<file path="src/rtl/uart_fifo_pkg.sv">
package uart_fifo_pkg;

  typedef struct packed {
    logic [1:0] rx_sel;
    logic [1:0] tx_sel;
    logic       dma;
    logic       en;
  } fifo_cfg_t;

  // receive threshold in stored characters
  function automatic logic [31:0] rx_thr(input logic [1:0] sel);
    case (sel)
      2'b00:   return 32'd8;
      2'b01:   return 32'd16;
      2'b10:   return 32'd56;
      default: return 32'd60;
    endcase
  endfunction

  // transmit threshold in free places
  function automatic logic [31:0] tx_thr(input logic [1:0] sel);
    case (sel)
      2'b00:   return 32'd8;
      2'b01:   return 32'd16;
      2'b10:   return 32'd32;
      default: return 32'd56;
    endcase
  endfunction

endpackage

</file>
<file path="src/rtl/uart_char_fifo.sv">
module uart_char_fifo #(
  parameter int DEPTH = 64,
  parameter int W     = 8,
  localparam int AW   = (DEPTH > 1) ? $clog2(DEPTH) : 1,
  localparam int CW   = $clog2(DEPTH + 1)
) (
  input  logic          clk,
  input  logic          rst_n,
  input  logic          fifo_en,
  input  logic          flush,
  input  logic          in_valid,
  output logic          in_ready,
  input  logic [W-1:0]  in_data,
  output logic          out_valid,
  input  logic          out_ready,
  output logic [W-1:0]  out_data,
  output logic [CW-1:0] level,
  output logic          err
);

  logic [W-1:0]  mem [DEPTH];
  logic [AW-1:0] wp, rp;
  logic [CW-1:0] cnt, cap;
  logic          push, pop;

  assign cap       = fifo_en ? CW'(DEPTH) : CW'(1);
  assign in_ready  = cnt < cap;
  assign out_valid = cnt != '0;
  assign push      = in_valid && in_ready;
  assign pop       = out_valid && out_ready;
  assign out_data  = mem[rp];
  assign level     = cnt;

  function automatic logic [AW-1:0] step(input logic [AW-1:0] p);
    return (p == AW'(DEPTH - 1)) ? '0 : p + 1'b1;
  endfunction

  always_ff @(posedge clk) begin
    if (push) mem[wp] <= in_data;
  end

  always_ff @(posedge clk or negedge rst_n) begin
    if (!rst_n) begin
      wp  <= '0;
      rp  <= '0;
      cnt <= '0;
      err <= 1'b0;
    end else begin
      err <= (in_valid && !in_ready) || (out_ready && !out_valid);
      if (flush) begin
        wp  <= '0;
        rp  <= '0;
        cnt <= '0;
      end else begin
        if (push) wp <= step(wp);
        if (pop)  rp <= step(rp);
        case ({push, pop})
          2'b10:   cnt <= cnt + 1'b1;
          2'b01:   cnt <= cnt - 1'b1;
          default: cnt <= cnt;
        endcase
      end
    end
  end

endmodule

</file>
<file path="src/rtl/uart_fifo_ctl.sv">
module uart_fifo_ctl
  import uart_fifo_pkg::*;
(
  input  logic       clk,
  input  logic       rst_n,
  input  logic       ctl_wr,
  input  logic [7:0] ctl_data,
  input  logic       enh_en,
  output fifo_cfg_t  cfg,
  output logic       tx_flush,
  output logic       rx_flush
);

  // flush bits act on the write cycle only and are never stored
  assign tx_flush = ctl_wr && ctl_data[2];
  assign rx_flush = ctl_wr && ctl_data[1];

  always_ff @(posedge clk or negedge rst_n) begin
    if (!rst_n) begin
      cfg <= '0;
    end else if (ctl_wr) begin
      cfg.rx_sel <= ctl_data[7:6];
      cfg.dma    <= ctl_data[3];
      cfg.en     <= ctl_data[0];
      if (enh_en) cfg.tx_sel <= ctl_data[5:4];
    end
  end

endmodule

</file>
<file path="src/rtl/uart_trig_eval.sv">
module uart_trig_eval
  import uart_fifo_pkg::*;
#(
  parameter int DEPTH = 64,
  localparam int CW   = $clog2(DEPTH + 1)
) (
  input  fifo_cfg_t     cfg,
  input  logic [CW-1:0] rx_level,
  input  logic [CW-1:0] tx_level,
  output logic          rx_trig,
  output logic          tx_trig
);

  logic [31:0] tx_free;

  assign tx_free = 32'(DEPTH) - 32'(tx_level);
  assign rx_trig = cfg.en && (32'(rx_level) >= rx_thr(cfg.rx_sel));
  assign tx_trig = cfg.en && (tx_free >= tx_thr(cfg.tx_sel));

endmodule

</file>
<file path="src/rtl/dual_fifo_trig.sv">
module dual_fifo_trig
  import uart_fifo_pkg::*;
#(
  parameter int DEPTH = 64,
  parameter int W     = 8,
  localparam int CW   = $clog2(DEPTH + 1)
) (
  input  logic          clk,
  input  logic          rst_n,
  input  logic          ctl_wr,
  input  logic [7:0]    ctl_data,
  input  logic          enh_en,
  input  logic          tx_in_valid,
  output logic          tx_in_ready,
  input  logic [W-1:0]  tx_in_data,
  output logic          tx_out_valid,
  input  logic          tx_out_ready,
  output logic [W-1:0]  tx_out_data,
  input  logic          rx_in_valid,
  output logic          rx_in_ready,
  input  logic [W-1:0]  rx_in_data,
  output logic          rx_out_valid,
  input  logic          rx_out_ready,
  output logic [W-1:0]  rx_out_data,
  output logic [CW-1:0] tx_level,
  output logic [CW-1:0] rx_level,
  output logic          rx_trig,
  output logic          tx_trig,
  output logic          dma_mode,
  output logic          tx_err,
  output logic          rx_err
);

  fifo_cfg_t cfg;
  logic      tx_flush, rx_flush;

  uart_fifo_ctl u_ctl (
    .clk(clk), .rst_n(rst_n), .ctl_wr(ctl_wr), .ctl_data(ctl_data),
    .enh_en(enh_en), .cfg(cfg), .tx_flush(tx_flush), .rx_flush(rx_flush)
  );

  uart_char_fifo #(.DEPTH(DEPTH), .W(W)) u_tx_fifo (
    .clk(clk), .rst_n(rst_n), .fifo_en(cfg.en), .flush(tx_flush),
    .in_valid(tx_in_valid), .in_ready(tx_in_ready), .in_data(tx_in_data),
    .out_valid(tx_out_valid), .out_ready(tx_out_ready), .out_data(tx_out_data),
    .level(tx_level), .err(tx_err)
  );

  uart_char_fifo #(.DEPTH(DEPTH), .W(W)) u_rx_fifo (
    .clk(clk), .rst_n(rst_n), .fifo_en(cfg.en), .flush(rx_flush),
    .in_valid(rx_in_valid), .in_ready(rx_in_ready), .in_data(rx_in_data),
    .out_valid(rx_out_valid), .out_ready(rx_out_ready), .out_data(rx_out_data),
    .level(rx_level), .err(rx_err)
  );

  uart_trig_eval #(.DEPTH(DEPTH)) u_trig (
    .cfg(cfg), .rx_level(rx_level), .tx_level(tx_level),
    .rx_trig(rx_trig), .tx_trig(tx_trig)
  );

  assign dma_mode = cfg.dma;

endmodule

</file>
<file path="config.mk">
export PLATFORM = sky130hd
export DESIGN_NAME = dual_fifo_trig
export DESIGN_NICKNAME = d
export VERILOG_FILES = /design/src/rtl/uart_fifo_pkg.sv /design/src/rtl/uart_char_fifo.sv /design/src/rtl/uart_fifo_ctl.sv /design/src/rtl/uart_trig_eval.sv /design/src/rtl/dual_fifo_trig.sv
export SDC_FILE = /design/constraint.sdc
export NUM_CORES = 1
export LEC_CHECK = 0
export BUFFER_PORTS_ARGS = -buffer_cell sky130_fd_sc_hd__buf_2
export CORE_MARGIN = 2
export CORE_UTILIZATION = 55
export DETAILED_ROUTE_END_ITERATION = 7
export PLACE_DENSITY = 0.74
export SYNTH_ARGS = -nofsm -noshare
export SYNTH_HDL_FRONTEND = slang
export SYNTH_SLANG_ARGS = --single-unit
</file>
<file path="constraint.sdc">
create_clock -name clk -period 2.66 [get_ports clk]
set_input_delay 0.266 -clock clk [delete_from_list [all_inputs] [get_ports clk]]
set_output_delay 0.266 -clock clk [all_outputs]
set_load 0.1 [all_outputs]
</file>
After elaboration in Yosys (flattened, before gate mapping)

Memory sizes are Yosys's and may differ from the RTL's.
Cells that the tools add are included.

Add/sub/neg operators: 9
Reduce and logical (&&, ||, !) cells: 29
Mux-type cells: 23
Order comparisons: 4
Equality and inequality tests: 12

Operator list:

| cell                                                | number |
|---|---|
| 2-to-1 mux 6 bit                                    | 12 |
| one-hot mux 6 bit (3 select lines)                  | 2 |
| greater-or-equal comparator 32 x 6 -> 1 bit         | 1 |
| one-hot mux 7 bit (2 select lines)                  | 2 |
| adder 6 x 1 -> 6 bit, second input constant         | 4 |
| equality test 6 bit, second input constant          | 4 |
| 2-to-1 mux 7 bit                                    | 3 |
| adder 7 x 1 -> 7 bit, second input constant         | 2 |
| < comparator 7 bit                                  | 2 |
| nonzero test 7 bit                                  | 2 |
| subtractor 7 x 1 -> 7 bit, second input constant    | 2 |
| logical AND 1 bit                                   | 12 |
| equality test 2 x 1 -> 1 bit, second input constant | 4 |
| equality test 2 bit, second input constant          | 4 |
| nonzero test 2 bit                                  | 4 |
| subtractor 7 x 7 -> 8 bit, first input constant     | 1 |
| greater-or-equal comparator 7 x 6 -> 1 bit          | 1 |
| nonzero test 3 bit                                  | 2 |
| zero test 1 bit                                     | 4 |
| zero test 2 bit                                     | 2 |
| 2-to-1 mux 1 bit                                    | 4 |
| logical OR 1 bit                                    | 2 |
| AND reduction 2 bit                                 | 1 |

RAM bits: 1024
Output and inout port bits: 39
Bits of input ports: 32
Flip-flop bits (word level): 46
Memories kept: 2

Memory list:

| name          | depth | width | read ports | clocked after memory_dff | wr ports | RTL line             | source |
|---|---|---|---|---|---|---|---|
| u_rx_fifo.mem | 64    | 8     | 1          | 0                        | 1        | uart_char_fifo.sv:21 | `logic [W-1:0] mem [DEPTH];` |
| u_tx_fifo.mem | 64    | 8     | 1          | 0                        | 1        | uart_char_fifo.sv:21 |  |

Logic depth before layout (Yosys ltp)

Gate-level depths: netlist of the first run.

Depth in word-level cells: 6
Depth in mapped cells: 12

Modules after synthesis

A second synthesis of the first run with hierarchy kept.

Cell total of the unflattened synthesis: 2335
Area total of the unflattened synthesis: 42838.6 sq um

Modules (own cells, without submodules):

| module                     | area an instance (sq um) | cells each | sequential area each (sq um) | instances |
|---|---|---|---|---|
| uart_char_fifo (u_tx_fifo) | 21137.8                  | 1140       | 15875.2                      | 1 |
| uart_char_fifo (u_rx_fifo) | 21136.5                  | 1140       | 15875.2                      | 1 |
| uart_trig_eval             | 304.0                    | 39         | 0.0                          | 1 |
| uart_fifo_ctl              | 260.2                    | 16         | 150.1                        | 1 |

Worst setup path after synthesis of the first run

OpenSTA, ideal clock, no wires.

Path type: reg-to-output
Start: register u_tx_fifo.cnt[3], in the netlist u_tx_fifo.level[3]
End: output port tx_trig
Cell stages (with the launch flop): 5
Required time: 2.394 ns
Setup slack: -1.665 ns
Arrival time: 4.059 ns
Cells stage by stage: dfrtp_1 clkbuf_1 or3_4 or3_1 a41oi_1

Word-level cells in the longest chain between the ends: 3

RTL lines:

| item                                        | RTL line             | source |
|---|---|---|
| start: declaration                          | uart_char_fifo.sv:23 | `logic [CW-1:0] cnt, cap;` |
| start signal: assignment                    | uart_char_fifo.sv:58 | `2'b10: cnt <= cnt + 1'b1;` |
| start signal: assignment                    | uart_char_fifo.sv:59 | `2'b01: cnt <= cnt - 1'b1;` |
| start signal: assignment                    | uart_char_fifo.sv:60 | `default: cnt <= cnt;` |
| subtractor 7 x 7 -> 8 bit                   | uart_trig_eval.sv:16 | `assign tx_free = 32'(DEPTH) - 32'(tx_level);` |
| greater-or-equal comparator 32 x 6 -> 1 bit | uart_trig_eval.sv:18 | `assign tx_trig = cfg.en && (tx_free >= tx_thr(cfg.tx_sel));` |
| logical AND 1 bit                           | uart_trig_eval.sv:18 |  |
| end: declaration                            | dual_fifo_trig.sv:28 | `output logic tx_trig,` |

No other way between the ends.

Worst setup path in the final report of the first run

Start: register u_rx_fifo.rp[0]
End: output port rx_out_data[6]

Word-level cells in the longest chain between the ends: 1

RTL lines:

| item                     | RTL line             | source |
|---|---|---|
| start: declaration       | uart_char_fifo.sv:22 | `logic [AW-1:0] wp, rp;` |
| start signal: assignment | uart_char_fifo.sv:56 | `if (pop) rp <= step(rp);` |
| memory read (64 x 8 bit) | --                   |  |
| end: declaration         | dual_fifo_trig.sv:24 | `output logic [W-1:0] rx_out_data,` |

No other way between the ends.

==> reports/metrics.csv, run 1 <==
stage,metric,value,unit
status,result of the run,"finished, violations left",
status,violated checks,setup timing,
critical_path,kind of launch point of the worst setup path,flop,
final_layout,nets@finish,2415,
detailed_routing,DRT iter0 DRCs,2881,
sta,final worst path period share,142,%
flow_run,count of maximum capacitance violations,0,
final_layout,fillcell total,4459,
critical_path,largest fanout on the critical path,11,
place,dpl cell area,0.0465,mm^2
sta,final count of hold timing violations,0,
detailed_routing,per-cell routed wire length,29.7,um
sta,# setup viols final,367,
floorplan,number of top-level design ports,71,
worst_hold_path,Min-Delay Path Class,input pin to flop,
clock_network,clock latency on the worst-skew pair,0.71,ns
yosys,synthesized instance count,1978,
clock_network,clock tree from TritonCTS,built,
critical_path,start-to-end type of the worst setup path,flop to output port,
clock_network,number of buffers added by the clock tree synthesis step,104,
sta,sum of negative setup slack,-37.89,ns
final_layout,layout cell share with drive strength beyond 1,43.0,%
power,worst voltage drop across the vdd grid,0.611,mV
yosys,proportion of register bits with asynchronous set or reset after synthesis,4.30,%
sta,Max Clock Freq,265,MHz
clock_network,sink count of the clock tree,1070,
power,Overall Power,51.8,mW
global_routing,maximum number of pins on one net before global-route repair,65,
global_routing,total routing usage reported by global routing,25.9,%
place,Cell Count Post-Placement,3203,
global_routing,wire length of the first global-routing pass,149000,um
final_layout,post-synthesis to final-layout area growth,22.8,%
detailed_routing,first-pass iteration count of the detailed router,5,
sta,final worst clock skew,0.0724,ns
global_routing,number of antenna violations at the first check in global routing,3,
detailed_routing,total via count in the routed design,22145,
global_routing,global route overflow,0,
clock_network,buffer levels on the longest clock path,3,
yosys,Yosys warnings,0,
place,placer's final routability congestion estimate,0.866,
yosys,post-synthesis sequential area ratio,75.1,%
final_layout,final std cells w/o fill,3487,
floorplan,Site Rows,101,
sta,setup repair after global routing missed its margin,yes,
detailed_routing,DRT Wirelength,104000,um
global_routing,number of global-route vias before repair,22230,
sta,"crit path setup slack, layout",-1.12,ns
power,ratio of total power to cell area,994,mW/mm^2
sta,Worst Max-Slew Pin Slew,1.16,ns
detailed_routing,DRC violation count after routing,0,
place,HPWL after DPL,61800,um
critical_path,Worst EP required,2.39,ns
clock_network,cell chosen for the clock root,sky130_fd_sc_hd__clkbuf_16,
floorplan,Chip Height,282,um
floorplan,floorplan core area,0.0762,mm^2
critical_path,crit path capture type,output port,
critical_path,CP Data Arrival Time,3.51,ns
detailed_routing,remaining antenna violation count,0,
detailed_routing,via-per-instance ratio,6.35,
place,number of I/O port buffers,70,
yosys,count of flip-flops with a built-in enable after synthesis,1024,
final_layout,finished layout cell area,0.0521,mm^2
yosys,combined area of all synthesized cells,0.0425,mm^2
yosys,unique cell type count in the Yosys netlist,55,
sta,worst relative slew slack,22.4,%
clock_network,htree depth,3,
floorplan,effective utilization at floorplan,55.7,%
sta,worst hold slack after final layout,0.0570,ns
yosys,commonest register cell after synthesis,sky130_fd_sc_hd__edfxtp_1,
yosys,mean area per synthesized cell,21.5,um^2
clock_network,clk slew on worst S/H paths,0.06,ns
yosys,Synth Net Count,2028,
sta,number of max-slew violations in the final report,0,
yosys,#FFs+latches synth,1070,
floorplan,die width,282,um
power,Pleak,16.7,nW
sta,final period demand of the worst path,3.78,ns
floorplan,total die area,0.0794,mm^2
-- report_power, final --
group / switching, mW / internal, mW
logic: 9.53 / 8.29
registers: 0.356 / 18.8
clock network: 6.55 / 8.28
total: 16.4 / 35.4
-- cells in the final DEF (no fill, tap or decap), types with 9 or more instances in the layout --
cell	count
sky130_fd_sc_hd__edfxtp_1	1024
sky130_fd_sc_hd__mux4_2	329
sky130_fd_sc_hd__buf_4	179
sky130_fd_sc_hd__clkbuf_16	107
sky130_fd_sc_hd__nor2_1	89
sky130_fd_sc_hd__nor2_4	78
sky130_fd_sc_hd__buf_12	77
sky130_fd_sc_hd__buf_6	56
sky130_fd_sc_hd__buf_2	49
sky130_fd_sc_hd__nand2_1	43
sky130_fd_sc_hd__dfrtp_1	26
sky130_fd_sc_hd__clkinv_2	24
sky130_fd_sc_hd__a21oi_1	20
sky130_fd_sc_hd__clkbuf_1	18
sky130_fd_sc_hd__ha_1	16
sky130_fd_sc_hd__clkinv_1	14
sky130_fd_sc_hd__dlygate4sd3_1	14
sky130_fd_sc_hd__xnor2_1	13
sky130_fd_sc_hd__buf_8	13
sky130_fd_sc_hd__o21ai_0	12
sky130_fd_sc_hd__inv_1	11
sky130_fd_sc_hd__nand3_1	11
sky130_fd_sc_hd__and3_1	10
sky130_fd_sc_hd__dfrtp_2	10
sky130_fd_sc_hd__dfrtp_4	10
sky130_fd_sc_hd__a21oi_4	9
sky130_fd_sc_hd__nor3_1	9
sky130_fd_sc_hd__xor2_1	9
-- cell families (layout without fill, tap and decap cells) --
| kind of cell | after synthesis | after routing | share of synthesized area, % |
|---|---|---|---|
| other | 0 | 2 | 0 |
| flip-flops | 1070 | 1070 | 75.1 |
| buffers and inverters | 125 | 602 | 1.37 |
| multiplexers | 346 | 346 | 17.9 |
| XOR/XNOR | 23 | 23 | 0.475 |
| AO/OA/AOI/OAI | 82 | 82 | 1.23 |
| adder cells (fa/ha/maj) | 18 | 18 | 0.531 |
| AND/OR/NAND/NOR | 314 | 314 | 3.37 |
-- metrics by stage --
| stage | utilization (%) | setup slack [ns] |
|---|---|---|
| finish | 68.4 | -1.12 |
| floorplan | - | -0.408 |
| detailed placement | 61.1 | -0.389 |
| global route | 68.4 | -1.14 |
| CTS | 67.1 | -1.01 |
| global placement | 61.1 | -0.379 |
-- synth_stat cells, types with 2 or more instances --
library cell | n | area share, %
sky130_fd_sc_hd__mux2i_1 | 13 | 0.31
sky130_fd_sc_hd__or3b_2 | 3 | 0.062
sky130_fd_sc_hd__mux4_2 | 329 | 17
sky130_fd_sc_hd__edfxtp_1 | 1024 | 72
sky130_fd_sc_hd__xor2_1 | 9 | 0.19
sky130_fd_sc_hd__o21ai_0 | 14 | 0.17
sky130_fd_sc_hd__buf_6 | 10 | 0.27
sky130_fd_sc_hd__a21o_1 | 3 | 0.053
sky130_fd_sc_hd__or3_1 | 7 | 0.10
sky130_fd_sc_hd__xnor2_1 | 14 | 0.29
sky130_fd_sc_hd__o31ai_1 | 3 | 0.053
sky130_fd_sc_hd__or4_1 | 3 | 0.053
sky130_fd_sc_hd__nor2b_1 | 13 | 0.19
sky130_fd_sc_hd__o22ai_1 | 3 | 0.044
sky130_fd_sc_hd__nand4b_1 | 2 | 0.041
sky130_fd_sc_hd__nand3_1 | 15 | 0.18
sky130_fd_sc_hd__nor3_1 | 10 | 0.12
sky130_fd_sc_hd__and2_1 | 3 | 0.044
sky130_fd_sc_hd__o211ai_1 | 2 | 0.035
sky130_fd_sc_hd__o21a_1 | 3 | 0.053
sky130_fd_sc_hd__nand4_1 | 7 | 0.10
sky130_fd_sc_hd__buf_2 | 31 | 0.37
sky130_fd_sc_hd__or2_2 | 3 | 0.044
sky130_fd_sc_hd__and3_1 | 10 | 0.15
sky130_fd_sc_hd__a211oi_1 | 10 | 0.18
sky130_fd_sc_hd__nand3b_1 | 7 | 0.12
sky130_fd_sc_hd__inv_1 | 11 | 0.097
sky130_fd_sc_hd__buf_1 | 20 | 0.18
sky130_fd_sc_hd__dfrtp_1 | 46 | 2.7
sky130_fd_sc_hd__ha_1 | 18 | 0.53
sky130_fd_sc_hd__nand2_1 | 49 | 0.43
sky130_fd_sc_hd__nor2_1 | 175 | 1.5
sky130_fd_sc_hd__a21boi_1 | 2 | 0.035
sky130_fd_sc_hd__mux2_2 | 4 | 0.11
sky130_fd_sc_hd__a21oi_1 | 31 | 0.37
sky130_fd_sc_hd__clkbuf_1 | 52 | 0.46
-- critical path, cell delays in order (launching register included) --
cell                      delay [ns]
sky130_fd_sc_hd__dfrtp_4        0.46
sky130_fd_sc_hd__buf_12         0.18
sky130_fd_sc_hd__buf_8          0.20
sky130_fd_sc_hd__mux4_2         0.61
sky130_fd_sc_hd__mux4_2         0.57
sky130_fd_sc_hd__mux4_2         0.56
sky130_fd_sc_hd__buf_6          0.21
-- state kept, by name (all words and copies together), names as in the netlist --
signal	flops
u_rx_fifo.level	7
u_rx_fifo.mem	512
u_tx_fifo.wp	6
u_tx_fifo.level	7
u_ctl.cfg	6
u_tx_fifo.err	1
u_tx_fifo.mem	512
u_rx_fifo.wp	6
u_tx_fifo.rp	6
u_rx_fifo.rp	6
u_rx_fifo.err	1
-- per-layer routing --
metal | track usage [%] | vias up | share of wire (%)
li1 | - | 9008 | -
met1 | 36.7 | 11759 | 39
met2 | 41.7 | 1226 | 50
met3 | 5.48 | 150 | 8.6
met4 | 7.01 | 2 | 2.4
met5 | 0 | - | 0.013
-- layout make-up --
class                      count  area [um^2]  share of cell area [%]
sequential                  1070        32000                    61.3
multi-input combinational    783        11100                    21.2
timing repair buffer         394         4250                    8.16
clock buffer                 129         2770                    5.31
tap                         1030         1290                    2.47
clock inverter                67          726                    1.39
inverter                      12         58.8                   0.113
antenna                        2         5.00                 0.00960
-- path summary, 6_finish.rpt --
kind	startpoint	endpoint	slack (ns)	cells past startpoint
min in group asynchronous	rst_n	u_rx_fifo.rp[0]	0.32	2
min	rx_in_data[7]	u_rx_fifo.mem[60][7]	0.06	1
max reg2reg	u_tx_fifo.level[0]	u_tx_fifo.level[6]	-0.28	11
max	u_rx_fifo.rp[0]	rx_out_data[6]	-1.12	6
min reg2reg	u_ctl.cfg[1]	u_ctl.cfg[1]	0.51	1
max in group asynchronous	rst_n	u_rx_fifo.rp[1]	1.53	2
-- timing repair --
| action | in CTS | in global routing |
|---|---|---|
| setup endpoints to repair | 378 | 590 |
| setup buffers | 43 | 26 |
| cloned | 2 | 3 |
| pin swaps | 24 | 43 |
| resized for setup | 119 | 171 |
| hold buffers | 14 | 0 |
| endpoints found under the hold margin | 43 | 0 |
Power figures use the tool's default switching activity.
==> run 2, diff against run 1 <==
- CORE_UTILIZATION: 55 -> 50
- MAX_ROUTING_LAYER: unset -> met4
- PLACE_DENSITY: 0.74 -> 0.68
==> run 2 against run 1 <==
Net effect: the run still ends with setup timing left; design area decreased by 0.19%; fmax increased by 3.7%; register-to-register slack improved by 0.07 ns; non-clock buffer count decreased by 2; cell count increased by 2.9%; clock power about the same; critical endpoint is now tx_out_data[5].
==> reports/metrics.csv, run 2 (synthesis results as in run 1) <==
stage,metric,value,unit,change
status,result of the run,"finished, violations left",,unchanged
status,violated checks,setup timing,,unchanged
place,post-placement setup slack,-0.400,ns,was -0.389 ns
sta,final worst clock skew,0.0335,ns,was 0.0724 ns
sta,setup repair after global routing missed its margin,yes,,unchanged
clock_network,clk slew on worst S/H paths,0.06,ns,about the same
floorplan,effective utilization at floorplan,50.6,%,was 55.7%
sta,# setup viols final,21,,was 367
clock_network,clock latency on the worst-skew pair,0.66,ns,was 0.71 ns
critical_path,largest fanout on the critical path,6,,was 11
final_layout,layout cell share with drive strength beyond 1,41.4,%,was 43.0%
sta,sum of negative setup slack,-15.72,ns,was -37.89 ns
critical_path,stage delay of the slowest cell on the critical path,0.54,ns,was 0.61 ns
detailed_routing,first-pass iteration count of the detailed router,5,,unchanged
sta,Worst Max-Slew Pin Slew,1.10,ns,was 1.16 ns
critical_path,worst path buffer plus inverter count,5,,was 3
clock_network,buffer levels on the longest clock path,3,,unchanged
critical_path,start-to-end type of the worst setup path,flop to output port,,unchanged
critical_path,CP Data Arrival Time,3.38,ns,was 3.51 ns
clock_network,htree depth,3,,unchanged
place,HPWL after DPL,59800,um,was 61800 um
critical_path,category of cells accounting for the largest share of critical-path delay,multiplexers,,unchanged
final_layout,nets@finish,2415,,unchanged
critical_path,crit path capture type,output port,,unchanged
final_layout,final core utilization,62.1,%,was 68.4%
worst_hold_path,Min-Delay Path Class,input pin to flop,,unchanged
sta,final worst path period share,137,%,was 142%
floorplan,Site Rows,106,,was 101
sta,worst relative slew slack,26.6,%,was 22.4%
sta,final period demand of the worst path,3.64,ns,was 3.78 ns
global_routing,global route overflow,0,,unchanged
critical_path,most frequent cell on the critical path,sky130_fd_sc_hd__buf_12,,was sky130_fd_sc_hd__mux4_2
power,worst voltage drop across the vdd grid,1.78,mV,was 0.611 mV
floorplan,number of top-level design ports,71,,unchanged
critical_path,Critical-path top delay cell,sky130_fd_sc_hd__dfrtp_4,,was sky130_fd_sc_hd__mux4_2
detailed_routing,DRT iter0 DRCs,2094,,was 2881
detailed_routing,DRC violation count after routing,0,,unchanged
detailed_routing,total via count in the routed design,21203,,was 22145
place,placer's final routability congestion estimate,0.811,,was 0.866
power,ratio of total power to cell area,996,mW/mm^2,was 994 mW/mm^2
critical_path,kind of launch point of the worst setup path,flop,,unchanged
detailed_routing,per-cell routed wire length,27.1,um,was 29.7 um
sta,final count of hold timing violations,0,,unchanged
clock_network,cell chosen for the clock root,sky130_fd_sc_hd__clkbuf_16,,unchanged
clock_network,clock tree from TritonCTS,built,,unchanged
sta,number of max-slew violations in the final report,0,,unchanged
floorplan,die width,295,um,was 282 um
place,number of I/O port buffers,70,,unchanged
global_routing,number of global-route vias before repair,21790,,was 22230
global_routing,number of antenna violations at the first check in global routing,0,,was 3
detailed_routing,DRT Wirelength,97200,um,was 104000 um
final_layout,largest registers in the final layout,"u_rx_fifo.mem x512, u_tx_fifo.mem x512",,unchanged
sta,worst hold slack after final layout,0.0536,ns,was 0.0570 ns
final_layout,post-synthesis to final-layout area growth,22.5,%,was 22.8%
floorplan,total die area,0.0872,mm^2,was 0.0794 mm^2
floorplan,Chip Height,295,um,was 282 um
floorplan,floorplan core area,0.0838,mm^2,was 0.0762 mm^2
final_layout,most frequent cells in the layout,"sky130_fd_sc_hd__edfxtp_1 (1024), sky130_fd_sc_hd__mux4_2 (329), sky130_fd_sc_hd__buf_4 (200), sky130_fd_sc_hd__clkbuf_16 (112), sky130_fd_sc_hd__nor2_1 (110)",,"was sky130_fd_sc_hd__edfxtp_1 (1024), sky130_fd_sc_hd__mux4_2 (329), sky130_fd_sc_hd__buf_4 (179), sky130_fd_sc_hd__clkbuf_16 (107), sky130_fd_sc_hd__nor2_1 (89)"
detailed_routing,remaining antenna violation count,0,,unchanged
critical_path,Worst EP required,2.39,ns,about the same
power,Pleak,16.7,nW,about the same
global_routing,wire length of the first global-routing pass,143000,um,was 149000 um
final_layout,most frequent standard cell in the layout excluding fill and tap cells,sky130_fd_sc_hd__edfxtp_1,,unchanged
detailed_routing,via-per-instance ratio,5.91,,was 6.35
critical_path,reg-to-reg setup timing slack,-0.21,ns,was -0.28 ns
sta,"crit path setup slack, layout",-0.983,ns,was -1.12 ns
final_layout,Antenna Diode Count,0,,was 2
critical_path,ordered cell list for the critical path,"buf_12, buf_12, buf_4, mux4_2, mux4_2, nor2b_1, a211oi_2, buf_4, a21oi_4, buf_12",,"was buf_12, buf_8, mux4_2, mux4_2, mux4_2, buf_6"
clock_network,sink count of the clock tree,1070,,unchanged
clock_network,number of buffers added by the clock tree synthesis step,106,,was 104
sta,Max Clock Freq,274,MHz,was 265 MHz
global_routing,total routing usage reported by global routing,23.2,%,was 25.9%
global_routing,maximum number of pins on one net before global-route repair,65,,unchanged
flow_run,count of maximum capacitance violations,0,,unchanged
run 2: cell types whose count changed in the layout (fill, tap and decap cells not counted), moves of 5 or more:
cell / delta
sky130_fd_sc_hd__clkbuf_16: +5
sky130_fd_sc_hd__buf_16: +6
sky130_fd_sc_hd__clkbuf_8: -7
sky130_fd_sc_hd__nor2_1: +21
sky130_fd_sc_hd__nor2_4: -25
sky130_fd_sc_hd__buf_6: -30
sky130_fd_sc_hd__clkinv_1: +8
sky130_fd_sc_hd__bufinv_16: +6
sky130_fd_sc_hd__buf_4: +21
sky130_fd_sc_hd__mux2i_4: -6
run 2: per-layer routing:
layer  vias up  GRT usage (%)  wire length [um]
met5         -              -                 0
met4         0           6.28              2810
met3       176           3.92              6210
met2       810           39.5             51300
met1     11217           29.2             36900
li1       9000              -                 -
run 2: final timing paths:
path	startpoint	to	cells past startpoint
worst min register to register	u_ctl.cfg[1]	u_ctl.cfg[1]	1
worst min-delay path	rx_in_data[5]	u_rx_fifo.mem[18][5]	1
min in group asynchronous	rst_n	u_tx_fifo.level[5]	2
max in group asynchronous	rst_n	u_rx_fifo.level[3]	2
worst max register to register	u_tx_fifo.level[0]	u_tx_fifo.level[6]	11
worst max-delay path	u_tx_fifo.rp[0]	tx_out_data[5]	10
run 2: repair_timing:
item / in CTS / in global routing
endpoints found under the setup margin: 168 / 625
gates resized for setup: 117 / 70
setup buffers: 17 / 25
hold buffers: 18 / 0
hold endpoints to repair: 58 / 0
cloned: 7 / 5
pin swaps: 25 / 18
run 2: cell type report:
| class | instances | area [um^2] |
|---|---|---|
| sequential | 1070 | 32000 |
| fill | 5657 | 31800 |
| multi-input combinational | 783 | 10800 |
| timing repair buffer | 392 | 4240 |
| clock buffer | 126 | 2750 |
| tap | 1134 | 1420 |
| clock inverter | 71 | 792 |
| inverter | 12 | 58.8 |
run 2: stage by stage:
step,std cells,cell area [um^2],power [mW]
floorplan,1978,43100,30.1
global placement,3324,46900,34.7
detailed placement,3324,46900,34.9
CTS,3563,51500,51.6
global route,3588,52000,53.6
finish,3588,52000,51.8
run 2: worst register-to-register path: stages, from the launching register on:
cell	delay (ns)
sky130_fd_sc_hd__dfrtp_4	0.47
sky130_fd_sc_hd__or3_4	0.36
sky130_fd_sc_hd__buf_6	0.13
sky130_fd_sc_hd__buf_4	0.12
sky130_fd_sc_hd__o31ai_2	0.32
sky130_fd_sc_hd__nor2_2	0.09
sky130_fd_sc_hd__xor2_1	0.15
sky130_fd_sc_hd__ha_2	0.20
sky130_fd_sc_hd__or4_1	0.46
sky130_fd_sc_hd__mux2i_1	0.19
sky130_fd_sc_hd__xnor2_1	0.15
sky130_fd_sc_hd__nor2_1	0.07
run 2: power breakdown:
| group | switching, mW | internal (mW) | leakage [nW] | total [mW] |
|---|---|---|---|---|
| sequential | 0.331 | 18.8 | 9.78 | 19.2 |
| clock | 6.27 | 8.77 | 1.70 | 15.0 |
| combinational | 9.15 | 8.49 | 5.22 | 17.6 |
| total | 15.7 | 36.1 | 16.7 | 51.8 |
